[config.mk]
export PLATFORM = sky130hd
export DESIGN_NAME = spiLoadFront
export DESIGN_NICKNAME = d
export VERILOG_FILES = /design/src/rtl/spiFrontPkg.sv /design/src/rtl/spiFrontDp.sv /design/src/rtl/spiFrontCtl.sv /design/src/rtl/spiLoadFront.sv
export SDC_FILE = /design/constraint.sdc
export NUM_CORES = 1
export LEC_CHECK = 0
export BUFFER_PORTS_ARGS = -buffer_cell sky130_fd_sc_hd__buf_2
export CELL_PAD_IN_SITES_DETAIL_PLACEMENT = 0
export CELL_PAD_IN_SITES_GLOBAL_PLACEMENT = 2
export CORE_MARGIN = 1.5
export CORE_UTILIZATION = 31
export CTS_CLUSTER_SIZE = 30
export DETAILED_ROUTE_END_ITERATION = 6
export PLACE_DENSITY_LB_ADDON = 0.1
export SLEW_MARGIN = 20
export SYNTH_ARGS = -nofsm -noshare
export SYNTH_HDL_FRONTEND = slang
export SYNTH_SLANG_ARGS = --single-unit
[constraint.sdc]
create_clock -name clk -period 4.14 [get_ports clk]
set_clock_uncertainty 0.05 [all_clocks]
set_input_delay 0.414 -clock clk [delete_from_list [all_inputs] [get_ports clk]]
set_output_delay 0.414 -clock clk [all_outputs]
set_load 0.1 [all_outputs]
[src/rtl/spiFrontPkg.sv]
package spiFrontPkg;
  localparam int IDXW = 8;
  localparam logic [7:0] CMD_LOAD = 8'h00;
  localparam logic [7:0] CMD_READ = 8'h01;

  typedef enum logic [1:0] {M_CMD, M_LOAD, M_READ, M_SKIP} frameMode_t;

  typedef struct packed {
    logic            storeOp;
    logic [IDXW-1:0] opIdx;
    logic            loadTx;
    logic            txZero;
    logic [IDXW-1:0] txRes;
    logic [3:0]      txPart;
  } ctlStrb_t;
endpackage

[src/rtl/spiFrontDp.sv]
module spiFrontDp
  import spiFrontPkg::*;
#(
  parameter int DIM = 4,
  parameter int RW  = 20
) (
  input  logic                     clk,
  input  logic                     rstN,
  input  logic                     sck,
  input  logic                     mosi,
  input  logic                     csN,
  input  ctlStrb_t                 strb,
  input  logic [DIM*DIM*RW-1:0]    resultFlat,
  output logic [DIM*DIM*8-1:0]     opAFlat,
  output logic [DIM*DIM*8-1:0]     opBFlat,
  output logic                     byteDone,
  output logic [7:0]               rxByte,
  output logic                     csActive,
  output logic                     miso
);
  localparam int ELEMS = DIM * DIM;
  localparam int OPS   = 2 * ELEMS;
  localparam int OPIW  = $clog2(OPS);
  localparam int BPR   = (RW + 7) / 8;
  localparam int PADW  = BPR * 8;

  logic [2:0] sckS;
  logic [1:0] mosiS, csS;
  logic       sckRise;
  logic [2:0] bitCnt;
  logic [6:0] shiftReg;
  logic [7:0] txByte, txNext;
  logic [7:0] opMem [OPS];
  logic [RW-1:0]   selRes;
  logic [PADW-1:0] padded;

  always_ff @(posedge clk or negedge rstN) begin
    if (!rstN) begin
      sckS  <= '0;
      mosiS <= '0;
      csS   <= 2'b11;
    end else begin
      sckS  <= {sckS[1:0], sck};
      mosiS <= {mosiS[0], mosi};
      csS   <= {csS[0], csN};
    end
  end

  assign csActive = ~csS[1];
  assign sckRise  = sckS[1] & ~sckS[2];

  always_ff @(posedge clk or negedge rstN) begin
    if (!rstN) begin
      bitCnt   <= '0;
      shiftReg <= '0;
      rxByte   <= '0;
      byteDone <= 1'b0;
    end else begin
      byteDone <= 1'b0;
      if (!csActive) begin
        bitCnt <= '0;
      end else if (sckRise) begin
        shiftReg <= {shiftReg[5:0], mosiS[1]};
        bitCnt   <= bitCnt + 3'd1;
        if (bitCnt == 3'd7) begin
          byteDone <= 1'b1;
          rxByte   <= {shiftReg, mosiS[1]};
        end
      end
    end
  end

  always_ff @(posedge clk or negedge rstN) begin
    if (!rstN) begin
      for (int i = 0; i < OPS; i++) opMem[i] <= '0;
    end else if (strb.storeOp) begin
      opMem[strb.opIdx[OPIW-1:0]] <= rxByte;
    end
  end

  for (genvar g = 0; g < ELEMS; g++) begin : gOpOut
    assign opAFlat[g*8 +: 8] = opMem[g];
    assign opBFlat[g*8 +: 8] = opMem[g+ELEMS];
  end

  always_comb begin
    int sel;
    selRes = '0;
    if (int'(strb.txRes) < ELEMS) selRes = resultFlat[int'(strb.txRes)*RW +: RW];
    padded = PADW'(selRes);
    sel    = BPR - 1 - int'(strb.txPart);
    if (sel < 0) sel = 0;
    txNext = padded[sel*8 +: 8];
  end

  always_ff @(posedge clk or negedge rstN) begin
    if (!rstN)             txByte <= '0;
    else if (!csActive)    txByte <= '0;
    else if (strb.loadTx)  txByte <= strb.txZero ? 8'h00 : txNext;
  end

  assign miso = csActive & txByte[~bitCnt];
endmodule

[src/rtl/spiFrontCtl.sv]
module spiFrontCtl
  import spiFrontPkg::*;
#(
  parameter int DIM = 4,
  parameter int RW  = 20
) (
  input  logic       clk,
  input  logic       rstN,
  input  logic       byteDone,
  input  logic [7:0] rxByte,
  input  logic       csActive,
  input  logic       compDone,
  output ctlStrb_t   strb,
  output logic       loadDone
);
  localparam int ELEMS = DIM * DIM;
  localparam int OPS   = 2 * ELEMS;
  localparam int BPR   = (RW + 7) / 8;

  frameMode_t      mode;
  logic [IDXW-1:0] opCnt, resIdx;
  logic [3:0]      partIdx;
  logic            isLoadCmd, isReadCmd;

  assign isLoadCmd = (mode == M_CMD) && (rxByte == CMD_LOAD);
  assign isReadCmd = (mode == M_CMD) && (rxByte == CMD_READ) && compDone;

  always_comb begin
    strb = '0;
    if (byteDone) begin
      if (mode == M_LOAD) begin
        strb.storeOp = 1'b1;
        strb.opIdx   = opCnt;
      end
      if (isReadCmd) strb.loadTx = 1'b1;
      if (mode == M_READ) begin
        strb.loadTx = 1'b1;
        strb.txRes  = resIdx;
        strb.txPart = partIdx;
        strb.txZero = (resIdx == IDXW'(ELEMS));
      end
    end
  end

  always_ff @(posedge clk or negedge rstN) begin
    if (!rstN) begin
      mode     <= M_CMD;
      opCnt    <= '0;
      resIdx   <= '0;
      partIdx  <= '0;
      loadDone <= 1'b0;
    end else if (!csActive) begin
      mode <= M_CMD;
    end else if (byteDone) begin
      case (mode)
        M_CMD: begin
          if (isLoadCmd) begin
            mode     <= M_LOAD;
            opCnt    <= '0;
            loadDone <= 1'b0;
          end else if (isReadCmd) begin
            mode    <= M_READ;
            resIdx  <= (BPR == 1) ? IDXW'(1) : '0;
            partIdx <= (BPR == 1) ? 4'd0 : 4'd1;
          end else begin
            mode <= M_SKIP;
          end
        end
        M_LOAD: begin
          opCnt <= opCnt + 1'b1;
          if (opCnt == IDXW'(OPS - 1)) begin
            loadDone <= 1'b1;
            mode     <= M_SKIP;
          end
        end
        M_READ: begin
          if (resIdx != IDXW'(ELEMS)) begin
            if (partIdx == 4'(BPR - 1)) begin
              partIdx <= '0;
              resIdx  <= resIdx + 1'b1;
            end else begin
              partIdx <= partIdx + 4'd1;
            end
          end
        end
        default: ;
      endcase
    end
  end
endmodule

[src/rtl/spiLoadFront.sv]
module spiLoadFront
  import spiFrontPkg::*;
#(
  parameter int DIM = 4,
  parameter int RW  = 20
) (
  input  logic                  clk,
  input  logic                  rstN,
  input  logic                  sck,
  input  logic                  mosi,
  input  logic                  csN,
  input  logic                  compDone,
  input  logic [DIM*DIM*RW-1:0] resultFlat,
  output logic                  miso,
  output logic                  spiDone,
  output logic                  loadDone,
  output logic [DIM*DIM*8-1:0]  opAFlat,
  output logic [DIM*DIM*8-1:0]  opBFlat
);
  ctlStrb_t   strb;
  logic       byteDone, csActive;
  logic [7:0] rxByte;

  spiFrontDp #(.DIM(DIM), .RW(RW)) u_dp (
    .clk(clk), .rstN(rstN), .sck(sck), .mosi(mosi), .csN(csN),
    .strb(strb), .resultFlat(resultFlat), .opAFlat(opAFlat), .opBFlat(opBFlat),
    .byteDone(byteDone), .rxByte(rxByte), .csActive(csActive), .miso(miso)
  );

  spiFrontCtl #(.DIM(DIM), .RW(RW)) u_ctl (
    .clk(clk), .rstN(rstN), .byteDone(byteDone), .rxByte(rxByte),
    .csActive(csActive), .compDone(compDone), .strb(strb), .loadDone(loadDone)
  );

  assign spiDone = byteDone;
endmodule

; ---- Word-level counts from Yosys, hierarchy flattened
; Cells that the tools add are included.
[word_totals]
output_inout_bits = 259
input_bits = 326
elab_cells = 138
regBits = 313
[classes]
reduce_logical = 19
bitwise_logic = 6
add_sub_neg = 5
magnitude_cmp = 5
mux = 40
multipliers = 1
n_shift = 2
n_eq_ne = 15
[ops]
columns = operator, count
row1 = $shiftx 320x32->20, 1
row2 = $bwmux 256, 1
row3 = $mux 8, 9
row4 = $demux 8 s5, 1
row5 = $pmux 8 s2, 2
row6 = $shiftx 24x32->8, 1
row7 = $mux 29, 1
row8 = $mux 23, 1
row9 = $mux 20, 1
row10 = $add 8x1->8 const B, 2
row11 = $eq 8x5->1 const B, 2
row12 = $mux 4, 4
row13 = $mux 14, 1
row14 = $mul 8x3->11 const B, 1
row15 = $reduce_bool 2->1, 5
row16 = $mux 9, 1
row17 = $eq 8x1->1 const B, 1
row18 = $logic_not 8->1, 1
row19 = $lt 8x5->1 const B, 1
row20 = $mux 1, 8
row21 = $mux 2, 4
row22 = $ne 2x2->1 const B, 4
row23 = $ne 8x5->1 const B, 1
row24 = $pmux 4 s2, 1
row25 = other kinds (30), 38

; ---- Depth between registers and ports, before layout
; Gate-level depths: netlist (run 1).
[depth]
word_depth = 13
mapped_depth = 13
depth_no_buf = 9

; ---- Modules after synthesis
; Synthesis (run 1) repeated with hierarchy kept, for this count alone.
[unflattened]
cells_unflattened = 1068
area_unflattened_um2 = 15162.0
[modules_own_cells]
columns = mod, cells_per_inst, instances, seq_area_each_um2, area_per_inst_um2
row1 = spiFrontDp, 891, 1, 7259.5, 13581.8
row2 = spiFrontCtl, 177, 1, 575.6, 1580.3

; ---- Least setup slack after synthesis (run 1)
; No wires, ideal clock.
[synth_path]
kind = reg2reg
from = register u_dp.byteDone
to = register u_dp.txByte[1]
path_buffers = 4
setup_slack_ns = 0.739
path_stages_with_launch = 14
arrival_time_ns = 3.284
period_less_slack_ns = 3.401
required_ns = 4.023
path_cell_list = dfrtp_1 -> buf_2 -> nand3b_1 -> buf_2 -> clkbuf_1 -> nor2_1 -> ha_1 -> nor4b_1 -> and2_1 -> clkbuf_1 -> nand2_1 -> nor3_1 -> a21boi_0 -> a221o_1
[synth_via]
elab_chain_cells = 8
word_cells_on_any_way = 13
[synth_rtl]
columns = element, line
row1 = from (decl), spiFrontDp.sv:16  ; output logic byteDone,
row2 = from (signal assigned), spiFrontDp.sv:57  ; byteDone <= 1'b0;
row3 = from (signal assigned), spiFrontDp.sv:59  ; byteDone <= 1'b0;
row4 = from (signal assigned), spiFrontDp.sv:66  ; byteDone <= 1'b1;
row5 = $mux 23 (*), spiFrontCtl.sv:30  ; if (byteDone) begin
row6 = $mul 8x3->11 or $sub 2x4->5 (tied branches), "spiFrontDp.sv:89, spiFrontDp.sv:91"
row7 = $shiftx 320x32->20 or $lt 5x1->1 (tied branches), "spiFrontDp.sv:89, spiFrontDp.sv:92"
row8 = $mux 20 or $mux 29 (tied branches), "spiFrontDp.sv:89, spiFrontDp.sv:92"
row9 = $shiftx 24x32->8, spiFrontDp.sv:93  ; txNext = padded[sel*8 +: 8];
row10 = $mux 8 (2 in a row), spiFrontDp.sv:99  ; else if (strb.loadTx) txByte <= strb.txZero ? 8'h00 : txNext;
row11 = $mux 8, spiFrontDp.sv:98  ; else if (!csActive) txByte <= '0;
row12 = to (signal assigned), spiFrontDp.sv:99
row13 = to (decl), spiFrontDp.sv:32  ; logic [7:0] txByte, txNext;
; Every way passes the cells marked *; elsewhere a longest branch is shown, timed or not. The select of a mux whose other input is x is not followed.
; A chain may end at the register's enable or synchronous reset.

; ---- Worst setup path in the final report (run 1)
[layout_path]
from = register u_ctl.resIdx[0]
to = register u_dp.txByte[5]
[layout_via]
elab_chain_cells = 9
word_cells_on_any_way = 11
[layout_rtl]
columns = element, line
row1 = from (decl), spiFrontCtl.sv:21  ; logic [IDXW-1:0] opCnt, resIdx;
row2 = from (signal assigned), spiFrontCtl.sv:63  ; resIdx <= (BPR == 1) ? IDXW'(1) : '0;
row3 = from (signal assigned), spiFrontCtl.sv:80  ; resIdx <= resIdx + 1'b1;
row4 = $mux 14 (*), spiFrontCtl.sv:36  ; if (mode == M_READ) begin
row5 = $mux 23 (*), spiFrontCtl.sv:30
row6 = $mul 8x3->11, spiFrontDp.sv:89  ; if (int'(strb.txRes) < ELEMS) selRes = resultFlat[int'(strb.txRes)*RW +: RW];
row7 = $shiftx 320x32->20, spiFrontDp.sv:89
row8 = $mux 20, spiFrontDp.sv:89
row9 = $shiftx 24x32->8, spiFrontDp.sv:93
row10 = $mux 8 (*) (2 in a row), spiFrontDp.sv:99
row11 = $mux 8 (*), spiFrontDp.sv:98
; Marked as above.

==> results of run 1 <==
==> cells in the mapped netlist, types with 5 or more instances <==
library cell                  n
sky130_fd_sc_hd__a31oi_1     16
sky130_fd_sc_hd__ha_1         8
sky130_fd_sc_hd__o221ai_1    13
sky130_fd_sc_hd__nor2b_1      8
sky130_fd_sc_hd__o21ai_0     51
sky130_fd_sc_hd__buf_1       12
sky130_fd_sc_hd__mux2_2     290
sky130_fd_sc_hd__a221o_1      6
sky130_fd_sc_hd__o31ai_1      9
sky130_fd_sc_hd__o22ai_1      5
sky130_fd_sc_hd__clkbuf_1    46
sky130_fd_sc_hd__nand3_1     18
sky130_fd_sc_hd__and2_1       5
sky130_fd_sc_hd__a22oi_1      9
sky130_fd_sc_hd__a2bb2oi_1    9
sky130_fd_sc_hd__nand4_1     10
sky130_fd_sc_hd__mux2i_1     60
sky130_fd_sc_hd__dfrtp_1    311
sky130_fd_sc_hd__nand2_1     98
sky130_fd_sc_hd__mux4_2      17
sky130_fd_sc_hd__nor2_1      31
sky130_fd_sc_hd__a21oi_1     59
sky130_fd_sc_hd__nor3_1      11
sky130_fd_sc_hd__xor2_1       5
sky130_fd_sc_hd__a221oi_1     6
sky130_fd_sc_hd__nand2b_1     9
sky130_fd_sc_hd__o211ai_1    11
sky130_fd_sc_hd__nand4b_1     5
sky130_fd_sc_hd__buf_2       26
sky130_fd_sc_hd__buf_4        9
sky130_fd_sc_hd__nor2_2      20
sky130_fd_sc_hd__and3_1       7
==> flip-flops by register name (all words and copies together) (netlist names), 4 cells and up <==
signal         flops
u_dp.rxByte        8
u_dp.shiftReg      7
u_ctl.opCnt        8
u_dp.opBFlat     128
u_ctl.resIdx       8
u_dp.opAFlat     128
u_ctl.partIdx      4
u_dp.txByte        8
==> through the flow <==
| stage | total power [mW] | std cells | util | hold WS [ps] | setup WS [ps] |
|---|---|---|---|---|---|
| 6_report | 6.94 | 2539 | 0.416 | 203 | 954 |
| 5_1_grt | 7.20 | 2539 | 0.416 | 221 | 877 |
| 4_1_cts | 7.04 | 2522 | 0.415 | 183 | 1020 |
| 3_5_place_dp | 3.55 | 2454 | 0.388 | 287 | 1010 |
| 3_3_place_gp | 3.54 | 2454 | 0.388 | 285 | 1110 |
| 2_1_floorplan | 3.27 | 1279 | - | 68.4 | 739 |
==> routing by layer <==
metal,global-route usage,routed length (µm),vias to the layer above
li1,-,-,5848
met1,0.294,25900,6493
met2,0.420,32300,475
met3,0.0656,4460,119
met4,0.103,2280,12
met5,0,69,-
==> worst max-delay path, stage by stage (launching register included) <==
cell                       delay [ps]
sky130_fd_sc_hd__dfrtp_4          570
sky130_fd_sc_hd__buf_4            640
sky130_fd_sc_hd__mux2i_1          330
sky130_fd_sc_hd__o21ai_0          250
sky130_fd_sc_hd__a21oi_1           60
sky130_fd_sc_hd__o311ai_0         900
sky130_fd_sc_hd__a32o_1           290
==> path summary, 6_finish.rpt <==
path                            startpoint                to  depth (start not counted)
setup reg to reg           u_ctl.resIdx[0]    u_dp.txByte[5]                          6
setup / recovery           u_ctl.resIdx[0]    u_dp.txByte[5]                          6
hold / removal                    compDone     u_ctl.mode[0]                          4
min in group asynchronous             rstN  u_dp.opBFlat[42]                          2
hold reg to reg              u_dp.mosiS[0]     u_dp.mosiS[1]                          0
max in group asynchronous             rstN   u_ctl.resIdx[1]                          3
==> cell families (layout without fill, tap and decap cells) <==
family | Yosys count | after routing
multiplexers | 368 | 368
AND/OR/NAND/NOR | 256 | 256
buffers and inverters | 99 | 678
flip-flops | 313 | 313
AO/OA/AOI/OAI | 228 | 228
adder cells (fa/ha/maj) | 8 | 8
XOR/XNOR | 7 | 7
other | 0 | 17
==> power groups by stage <==
stage | clock, mW | sequential [mW] | combinational [mW]
5_1_grt | 3.67 | 3.12 | 0.412
2_1_floorplan | 0 | 3.16 | 0.103
3_5_place_dp | 0 | 3.17 | 0.374
6_report | 3.45 | 3.12 | 0.373
4_1_cts | 3.54 | 3.12 | 0.380
3_3_place_gp | 0 | 3.17 | 0.372
==> layout make-up <==
| type | count | area (µm²) | area share |
|---|---|---|---|
| multi-input combinational | 867 | 7260 | 0.355 |
| clock buffer | 52 | 1060 | 0.0520 |
| antenna | 17 | 42.5 | 0.00208 |
| clock inverter | 12 | 223 | 0.0109 |
| sequential | 313 | 7850 | 0.384 |
| tap | 664 | 831 | 0.0406 |
| timing repair buffer | 609 | 3180 | 0.155 |
| inverter | 5 | 18.8 | 0.000917 |
==> what timing repair did <==
item / in CTS / in global routing
resized for setup: 0 / 0
buffers inserted: 0 / 0
hold buffers: 4 / 0
endpoints found under the hold margin: 111 / 0
==> out/results.md, run 1 <==
| Quantity | Reported | Unit |
|:---|:---|:---|
| Number of failing hold endpoints at the final stage | 0 | - |
| Antenna violations before repair | 26 | - |
| DRC violation total after the first TritonRoute iteration | 796 | - |
| Total number of nets in the final design | 2167 | - |
| Nets in the synthesized netlist | 1613 | - |
| Post-synth EDFFs | 0 | - |
| Core ar. | 49200 | µm² |
| Mapped Avg Cell Area | 12.1 | µm² |
| Cells taking the most area after synthesis | sky130_fd_sc_hd__dfrtp_1 50%, sky130_fd_sc_hd__mux2_2 21%, sky130_fd_sc_hd__mux2i_1 3.9% | - |
| Die extent in y | 227 | µm |
| Placed inst area | 19100 | µm² |
| Fraction of synthesized area in multiplexers | 0.274 | - |
| Power Density | 339 | nW/µm² |
| Sequential share of power | 0.449 | - |
| CP required | 4580 | ps |
| Share of the cycle needed by the critical path after routing | 0.769 | - |
| Number of antenna-violating nets in the routed design | 0 | - |
| Clock Latency Late Sink | 550 | ps |
| Max_slew headroom | 0.272 | - |
| Peak supply drop | 0.000294 | V |
| Transition time of the tightest slew-check pin | 1090 | ps |
| Largest net degree at the start of global routing | 114 | - |
| Clk sinks | 313 | - |
| Final number of max-transition violations | 0 | - |
| Max Freq | 0.314 | GHz |
| DRC | 0 | - |
| YS warnings | 0 | - |
| Number of register bits inferred by synthesis | 313 | - |
| Global-route wire length before repair | 91700 | µm |
| WL/cell | 25.6 | µm |
| Count of final setup violators | 0 | - |
| Area of all placed cells without fillers | 20500 | µm² |
| Setup slack of the most critical reg-to-reg path | 950 | ps |
| Clock buffers created by TritonCTS | 37 | - |
| Initial core utilization | 0.316 | - |
| Path category of the worst min-delay check | in2reg | - |
| Post-synthesis share of cell area spent on and, or, nand and nor gates | 0.0863 | - |
| Part of the power in the clock network | 0.497 | - |
| Area growth from synthesis to final layout | 31.7 | % |
| Worst path arrival time | 3620 | ps |
| Portion of the post-synthesis area used by sequential elements | 0.504 | - |
| Switching power as a share of total power | 0.222 | - |
| Buffer levels on the longest clock path | 3 | - |
| GR Util All Layers | 0.247 | - |
| Accumulated negative setup slack | 0 | ps |
| Outcome | finished clean | - |
| Clk Tree Root Cell | sky130_fd_sc_hd__clkbuf_16 | - |
| Async S/R FF share, synth | 1.00 | - |
| Total congestion overflow | 0 | - |
| Ratio of cells with drive above 1 in the final layout | 0.544 | - |
| Kind of end point of the critical path | register | - |
| Die Span X | 227 | µm |
| Overall routed net length | 65000 | µm |
| Combinational family with the most area after synthesis | multiplexers | - |
| Biggest fanout along the worst timing path | 54 | - |
| Max-Cap Viols | 0 | - |
| Compound-Gate Fraction of Synth Area | 0.0960 | - |
| Top cell type's share of synthesized area | 0.501 | - |
| Cell-internal power | 5.40 | mW |
| I/O pin count | 585 | - |
| Total die area | 51500 | µm² |
| Critical path startpoint category | register | - |
| Distinct cells, synth | 73 | - |
| Commonest cells after routing, fill and taps aside | 583 x sky130_fd_sc_hd__buf_2, 303 x sky130_fd_sc_hd__dfrtp_1, 290 x sky130_fd_sc_hd__mux2_2 | - |
| Setup repair after global routing missed its margin | no | - |
| Clock slew at reported path FFs | 60 | ps |
| Cell taking the most area after synthesis | sky130_fd_sc_hd__dfrtp_1 | - |
| Row count | 81 | - |
| Synthesized netlist cell count | 1279 | - |
| Combinational cell fraction of total power | 0.054 | - |
| Routability Congestion | 0.897 | - |
| Class of the most critical setup path | reg2reg | - |
| Port buffer count | 584 | - |
| Clock tree from TritonCTS | built | - |
| Leading cell type in the layout, fill and taps excluded | sky130_fd_sc_hd__buf_2 | - |
| Pre-antenna DRT Iters | 5 | - |
| Vias | 12900 | - |
| Detail Placement HPWL | 48700 | µm |
| Post-DR vias/cell | 5.10 | - |
| Summed instance area of the synthesized netlist | 15500 | µm² |
| H-Tree Depth | 2 | - |
| Ys flop type | sky130_fd_sc_hd__dfrtp_1 | - |
| Share of synthesized cell area in full adder, half adder and majority cells | 0.00644 | - |
| Fill cell instance count of the final layout | 4846 | - |
| Parity-gate share of the synthesized area counting xor and xnor cells | 0.00395 | - |
| Number of global-route vias before repair | 13300 | - |
| Sw Pwr | 1.54 | mW |
| Time the final worst path needs with I/O delays and setup | 3190 | ps |
| Leakage Power | 10.5 | nW |
No activity file was read; power rests on OpenSTA's default activity.
==> run 2: changes to the inputs <==
- clock period: 4.14 -> 3.17 ns (I/O delays scaled with it)
==> out/results.md, run 2 (same netlist as run 1, synthesis figures left out) <==
| Quantity | Reported | Unit | Change |
|:---|:---|:---|:---|
| Class of the most critical setup path | reg2reg | - | unchanged |
| Overall routed net length | 65500 | µm | was 65000 µm |
| Hold Worst Slack | 122 | ps | was 203 ps |
| Worst hold path stage count | 4 | - | unchanged |
| Commonest cells after routing, fill and taps aside | 583 x sky130_fd_sc_hd__buf_2, 304 x sky130_fd_sc_hd__dfrtp_1, 290 x sky130_fd_sc_hd__mux2_2 | - | was 583 x sky130_fd_sc_hd__buf_2, 303 x sky130_fd_sc_hd__dfrtp_1, 290 x sky130_fd_sc_hd__mux2_2 |
| Clock tree from TritonCTS | built | - | unchanged |
| Post CTS Setup Buffer Count | 0 | - | unchanged |
| Critical path startpoint category | register | - | unchanged |
| Clk Tree Root Cell | sky130_fd_sc_hd__clkbuf_16 | - | unchanged |
| Clock Latency Late Sink | 540 | ps | was 550 ps |
| Setup slack of the most critical reg-to-reg path | 370 | ps | was 950 ps |
| Total die area | 51500 | µm² | unchanged |
| Transition time of the tightest slew-check pin | 825 | ps | was 1090 ps |
| Buffer levels on the longest clock path | 3 | - | unchanged |
| WL/cell | 25.6 | µm | about the same |
| Number of global-route vias before repair | 13500 | - | was 13300 |
| Path category of the worst min-delay check | in2reg | - | unchanged |
| Initial core utilization | 0.316 | - | unchanged |
| Clock slew at reported path FFs | 60 | ps | about the same |
| I/O pin count | 585 | - | unchanged |
| Final std cells w/o fill | 2556 | - | was 2539 |
| Share of the cycle needed by the critical path after routing | 0.883 | - | was 0.769 |
| Port buffer count | 584 | - | unchanged |
| Clk sinks | 313 | - | unchanged |
| Pre-antenna DRT Iters | 5 | - | unchanged |
| CP required | 3590 | ps | was 4580 ps |
| Detail Placement HPWL | 49600 | µm | was 48700 µm |
| DRC violation total after the first TritonRoute iteration | 685 | - | was 796 |
| Worst path arrival time | 3220 | ps | was 3620 ps |
| Number of failing hold endpoints at the final stage | 0 | - | unchanged |
| Clock buffers created by TritonCTS | 36 | - | was 37 |
| Accumulated negative setup slack | 0 | ps | unchanged |
| Routability Congestion | 0.906 | - | was 0.897 |
| Total congestion overflow | 0 | - | unchanged |
| Setup Slack @ Placement | 339 | ps | was 1010 ps |
| Count of final setup violators | 0 | - | unchanged |
| Kind of end point of the critical path | register | - | unchanged |
| Core ar. | 49200 | µm² | unchanged |
| Peak supply drop | 0.000389 | V | was 0.000294 V |
| GR Util All Layers | 0.249 | - | was 0.247 |
| Max_slew headroom | 0.450 | - | was 0.272 |
| Global-route wire length before repair | 93300 | µm | was 91700 µm |
| H-Tree Depth | 2 | - | unchanged |
| Die extent in y | 227 | µm | unchanged |
| Biggest fanout along the worst timing path | 14 | - | was 54 |
| Final number of max-transition violations | 0 | - | unchanged |
| DRC | 0 | - | unchanged |
| Die Span X | 227 | µm | unchanged |
| Row count | 81 | - | unchanged |
| Max Freq | 0.357 | GHz | was 0.314 GHz |
| Critical path, cell by cell | and3b_1 -> and2_1 -> ha_1 -> nor4b_1 -> and2_1 -> nand2_1 -> nor3_1 -> a21boi_0 -> a221o_1 | - | was buf_4 -> mux2i_1 -> o21ai_0 -> a21oi_1 -> o311ai_0 -> a32o_1 |
| Setup repair after global routing missed its margin | no | - | unchanged |
| Number of antenna-violating nets in the routed design | 0 | - | unchanged |
| Total number of nets in the final design | 2184 | - | was 2167 |
| Critical path's slowest cell | sky130_fd_sc_hd__dfrtp_1 | - | was sky130_fd_sc_hd__o311ai_0 |
| Ratio of cells with drive above 1 in the final layout | 0.546 | - | was 0.544 |
| Delay of the slowest cell on the worst path | 530 | ps | was 900 ps |
| Placed Cells incl. Taps | 2472 | - | was 2454 |
| Time the final worst path needs with I/O delays and setup | 2800 | ps | was 3190 ps |
| Largest net degree at the start of global routing | 83 | - | was 114 |
| Leakage Power | 10.5 | nW | about the same |
| Power Density | 420 | nW/µm² | was 339 nW/µm² |
| Final critical-path setup slack | 372 | ps | was 954 ps |
| FF-to-FF path depth | 9 | - | was 6 |
| Post-DR vias/cell | 5.14 | - | was 5.10 |
| Outcome | finished clean | - | unchanged |
| CP most frequent cell | sky130_fd_sc_hd__and2_1 | - |  |
| Vias | 13100 | - | was 12900 |
| Max-Cap Viols | 0 | - | unchanged |
| Area growth from synthesis to final layout | 31.8 | % | was 31.7% |
| Leading cell type in the layout, fill and taps excluded | sky130_fd_sc_hd__buf_2 | - | unchanged |
| Antenna violations before repair | 22 | - | was 26 |
[run 2: worst max-delay path: cells and delay by family, from the launching register on]
family / cells / cell delay [ps]
AO/OA/AOI/OAI: 2 / 430
adder cells (fa/ha/maj): 1 / 200
flip-flops: 1 / 530
AND/OR/NAND/NOR: 6 / 1520
[run 2: power breakdown]
part / internal (mW) / switching [mW] / leakage [nW] / total (mW)
Combinational: 0.253 / 0.247 / 5.62 / 0.500
Sequential: 4.04 / 0.0312 / 4.32 / 4.07
Clock: 2.35 / 1.69 / 0.557 / 4.03
Total: 6.64 / 1.96 / 10.5 / 8.60
[run 2: area by class of cell]
class,count,area (µm²)
Antenna cell,17,42.5
Clock buffer,57,1080
Clock inverter,6,48.8
Fill cell,4855,28700
Inverter,5,18.8
Multi-Input combinational cell,867,7260
Sequential cell,313,7850
Tap cell,664,831
Timing Repair Buffer,627,3350
[run 2: layer usage]
layer,up-vias,share of wire,GRT usage
met5,-,0.00076,0
met3,78,0.064,0.0592
met1,6727,0.40,0.298
li1,5886,-,-
met4,6,0.022,0.0617
met2,452,0.51,0.447
[run 2: final timing paths]
kind	to	start
max in group asynchronous	u_dp.opAFlat[17]	rstN
setup / recovery	u_dp.txByte[3]	u_ctl.mode[1]
min in group asynchronous	u_dp.opBFlat[110]	rstN
hold / removal	u_ctl.mode[0]	compDone
hold reg to reg	u_dp.sckS[1]	u_dp.sckS[0]
setup reg to reg	u_dp.txByte[3]	u_ctl.mode[1]
[run 2: what timing repair did]
| action | 4_1_cts | 5_1_grt |
|---|---|---|
| gates resized for setup | 0 | 1 |
| endpoints found under the hold margin | 80 | 0 |
| hold buffers | 4 | 0 |
| setup endpoints to repair | 0 | 1 |
[run 2: per-stage QoR]
| stage | util | power, mW | area (µm²) |
|---|---|---|---|
| after CTS | 0.416 | 8.75 | 20400 |
| after floorplan | - | 4.27 | 15500 |
| after detailed placement | 0.392 | 4.65 | 19300 |
| after global routing | 0.416 | 8.93 | 20500 |
| after global placement | 0.392 | 4.64 | 19300 |
| final | 0.417 | 8.60 | 20500 |
==> run 3: changes to the inputs <==
- ABC_AREA: unset -> 1
- CORE_UTILIZATION: 31 -> 27
==> out/results.md, run 3 <==
| Quantity | Reported | Unit | Change |
|:---|:---|:---|:---|
| Area growth from synthesis to final layout | 31.3 | % | was 31.8% |
| Clock buffers created by TritonCTS | 36 | - | unchanged |
| Clk sinks | 313 | - | unchanged |
| Nets in the synthesized netlist | 2308 | - | was 1613 |
| Outcome | finished clean | - | unchanged |
| Setup repair after global routing missed its margin | no | - | unchanged |
| Row count | 87 | - | was 81 |
| Global-route wire length before repair | 97200 | µm | was 93300 µm |
| Routability Congestion | 0.840 | - | was 0.906 |
| Commonest cells after routing, fill and taps aside | 583 x sky130_fd_sc_hd__buf_2, 484 x sky130_fd_sc_hd__nand2_1, 382 x sky130_fd_sc_hd__o21ai_0 | - | was 583 x sky130_fd_sc_hd__buf_2, 304 x sky130_fd_sc_hd__dfrtp_1, 290 x sky130_fd_sc_hd__mux2_2 |
| Post-synth EDFFs | 0 | - | unchanged |
| Die Span X | 242 | µm | was 227 µm |
| Vias | 15300 | - | was 13100 |
| H-Tree Depth | 2 | - | unchanged |
| YS warnings | 0 | - | unchanged |
| Synthesized netlist cell count | 1974 | - | was 1279 |
| GR Util All Layers | 0.217 | - | was 0.249 |
| DR top layer | met5 | - | unchanged |
| Power Density | 417 | nW/µm² | was 420 nW/µm² |
| Most frequently used cell type in the post-synthesis netlist | sky130_fd_sc_hd__nand2_1 | - | was sky130_fd_sc_hd__dfrtp_1 |
| Leakage Power | 10.7 | nW | was 10.5 nW |
| Detail Placement HPWL | 48200 | µm | was 49600 µm |
| Leading cell type in the layout, fill and taps excluded | sky130_fd_sc_hd__buf_2 | - | unchanged |
| Met2 wire length | 32700 | µm | was 33500 µm |
| Max-Cap Viols | 0 | - | unchanged |
| Peak supply drop | 0.000284 | V | was 0.000389 V |
| Number of failing hold endpoints at the final stage | 0 | - | unchanged |
| Final number of max-transition violations | 0 | - | unchanged |
| Mapped Avg Cell Area | 7.80 | µm² | was 12.1 µm² |
| Critical path startpoint category | register | - | unchanged |
| Clock slew at reported path FFs | 60 | ps | about the same |
| Pre-antenna DRT Iters | 5 | - | unchanged |
| Max_slew headroom | 0.545 | - | was 0.450 |
| Top cells by instance count after synthesis | 484 x sky130_fd_sc_hd__nand2_1, 382 x sky130_fd_sc_hd__o21ai_0, 311 x sky130_fd_sc_hd__dfrtp_1 | - | was 311 x sky130_fd_sc_hd__dfrtp_1, 290 x sky130_fd_sc_hd__mux2_2, 98 x sky130_fd_sc_hd__nand2_1 |
| Accumulated negative setup slack | 0 | ps | unchanged |
| Path category of the worst min-delay check | in2reg | - | unchanged |
| Cell taking the most area after synthesis | sky130_fd_sc_hd__dfrtp_1 | - | unchanged |
| Buffer levels on the longest clock path | 3 | - | unchanged |
| Share of the cycle needed by the critical path after routing | 0.803 | - | was 0.883 |
| Cells taking the most area after synthesis | sky130_fd_sc_hd__dfrtp_1 51%, sky130_fd_sc_hd__o21ai_0 12%, sky130_fd_sc_hd__nand2_1 12% | - | was sky130_fd_sc_hd__dfrtp_1 50%, sky130_fd_sc_hd__mux2_2 21%, sky130_fd_sc_hd__mux2i_1 3.9% |
| Number of global-route vias before repair | 15300 | - | was 13500 |
| Top cell type's share of synthesized area | 0.505 | - | was 0.501 |
| DRC | 0 | - | unchanged |
| Clock Latency Late Sink | 550 | ps | was 540 ps |
| Ys flop type | sky130_fd_sc_hd__dfrtp_1 | - | unchanged |
| Wire length the detailed router placed on met1 | 26700 | µm | was 26300 µm |
| Clk Tree Root Cell | sky130_fd_sc_hd__clkbuf_16 | - | unchanged |
| DRC violation total after the first TritonRoute iteration | 741 | - | was 685 |
| Length of routed met3 wiring | 3680 | µm | was 4190 µm |
| Time the final worst path needs with I/O delays and setup | 2540 | ps | was 2800 ps |
| Ratio of cells with drive above 1 in the final layout | 0.281 | - | was 0.546 |
| Fill cell instance count of the final layout | 6260 | - | was 4855 |
| Post_cts resized | 0 | - | unchanged |
| Portion of the post-synthesis area used by sequential elements | 0.509 | - | was 0.504 |
| Placed inst area | 19100 | µm² | was 19300 µm² |
| Count of final setup violators | 0 | - | unchanged |
| Summed instance area of the synthesized netlist | 15400 | µm² | was 15500 µm² |
| Total number of nets in the final design | 2843 | - | was 2184 |
| Clock tree from TritonCTS | built | - | unchanged |
| CP required | 3600 | ps | was 3590 ps |
| WL/cell | 19.7 | µm | was 25.6 µm |
| Class of the most critical setup path | reg2reg | - | unchanged |
| Largest net degree at the start of global routing | 132 | - | was 83 |
| Port buffer count | 584 | - | unchanged |
| Worst path arrival time | 2970 | ps | was 3220 ps |
| Overall routed net length | 64800 | µm | was 65500 µm |
| Distinct cells, synth | 42 | - | was 73 |
| I/O pin count | 585 | - | unchanged |
| Transition time of the tightest slew-check pin | 675 | ps | was 825 ps |
| Initial core utilization | 0.273 | - | was 0.316 |
| Total congestion overflow | 0 | - | unchanged |
| Post-DR vias/cell | 4.63 | - | was 5.14 |
| Die extent in y | 242 | µm | was 227 µm |
| Setup slack of the most critical reg-to-reg path | 630 | ps | was 370 ps |
| Number of antenna-violating nets in the routed design | 0 | - | unchanged |
| Kind of end point of the critical path | register | - | unchanged |
| Max Freq | 0.393 | GHz | was 0.357 GHz |
| Total die area | 58500 | µm² | was 51500 µm² |
| Async S/R FF share, synth | 1.00 | - | unchanged |
| Biggest fanout along the worst timing path | 11 | - | was 14 |
| Antenna violations before repair | 13 | - | was 22 |
| Core ar. | 56400 | µm² | was 49200 µm² |
| Area of all placed cells without fillers | 20200 | µm² | was 20500 µm² |
| Number of register bits inferred by synthesis | 313 | - | unchanged |
## run 3: cell families after synthesis
logic type      Yosys count  share of synthesized area
simple gates            885                      0.243
compound gates          479                      0.163
flops                   313                      0.509
buf+inv                 282                     0.0743
fa+ha+maj                 8                    0.00650
xor+xnor                  7                    0.00398
## run 3: worst max-delay path, stage by stage, from the launching register on
cell	delay, ps
sky130_fd_sc_hd__dfrtp_1	700
sky130_fd_sc_hd__nand2_1	310
sky130_fd_sc_hd__nor2_1	210
sky130_fd_sc_hd__ha_1	170
sky130_fd_sc_hd__a21oi_1	60
sky130_fd_sc_hd__nand2_1	180
sky130_fd_sc_hd__inv_1	130
sky130_fd_sc_hd__nor3_2	440
sky130_fd_sc_hd__nand3_1	140
sky130_fd_sc_hd__nand2_1	80
## run 3: area by class of cell
class | instances | area (µm²) | area share
antenna | 9 | 22.5 | 0.00111
clock buffer | 53 | 1030 | 0.0511
clock inverter | 8 | 60.1 | 0.00297
inverter | 157 | 589 | 0.0291
multi-input combinational | 1379 | 6440 | 0.318
sequential | 313 | 7840 | 0.387
tap | 756 | 946 | 0.0468
timing repair buffer | 622 | 3300 | 0.163
## run 3: timing repair
item | in CTS | in global routing
endpoints found under the hold margin | 75 | 0
buffers inserted | 0 | 0
hold buffers | 4 | 0
## run 3: per-stage QoR
step,power (mW),utilization,std cells,hold slack (ps),worst slack (ps)
finish,8.44,0.359,3297,136,625
global route,8.80,0.359,3294,186,366
CTS,8.61,0.358,3288,103,572
detailed placement,4.61,0.338,3223,285,605
global placement,4.61,0.338,3223,284,669
floorplan,4.24,-,1974,-28.6,482
## run 3: worst paths after layout
path	startpoint	endpoint	depth (start not counted)
setup / recovery	u_dp.byteDone	u_dp.txByte[4]	9
hold / removal	compDone	u_ctl.mode[0]	6
setup reg to reg	u_dp.byteDone	u_dp.txByte[4]	9
hold reg to reg	u_dp.mosiS[0]	u_dp.mosiS[1]	0
max in group asynchronous	rstN	u_dp.opAFlat[12]	4
min in group asynchronous	rstN	u_dp.opBFlat[11]	2
## run 3: routing by layer
| metal | track usage | vias to the layer above |
|---|---|---|
| li1 | - | 7533 |
| met1 | 0.261 | 7209 |
| met2 | 0.385 | 431 |
| met3 | 0.0506 | 83 |
| met4 | 0.0642 | 6 |
| met5 | 0 | - |
## run 3: power by group
part / switching (mW) / internal (mW) / leakage (nW)
Combinational: 0.267 / 0.226 / 5.84
Sequential: 0.0142 / 4.02 / 4.32
Clock: 1.65 / 2.26 / 0.533
Total: 1.93 / 6.51 / 10.7
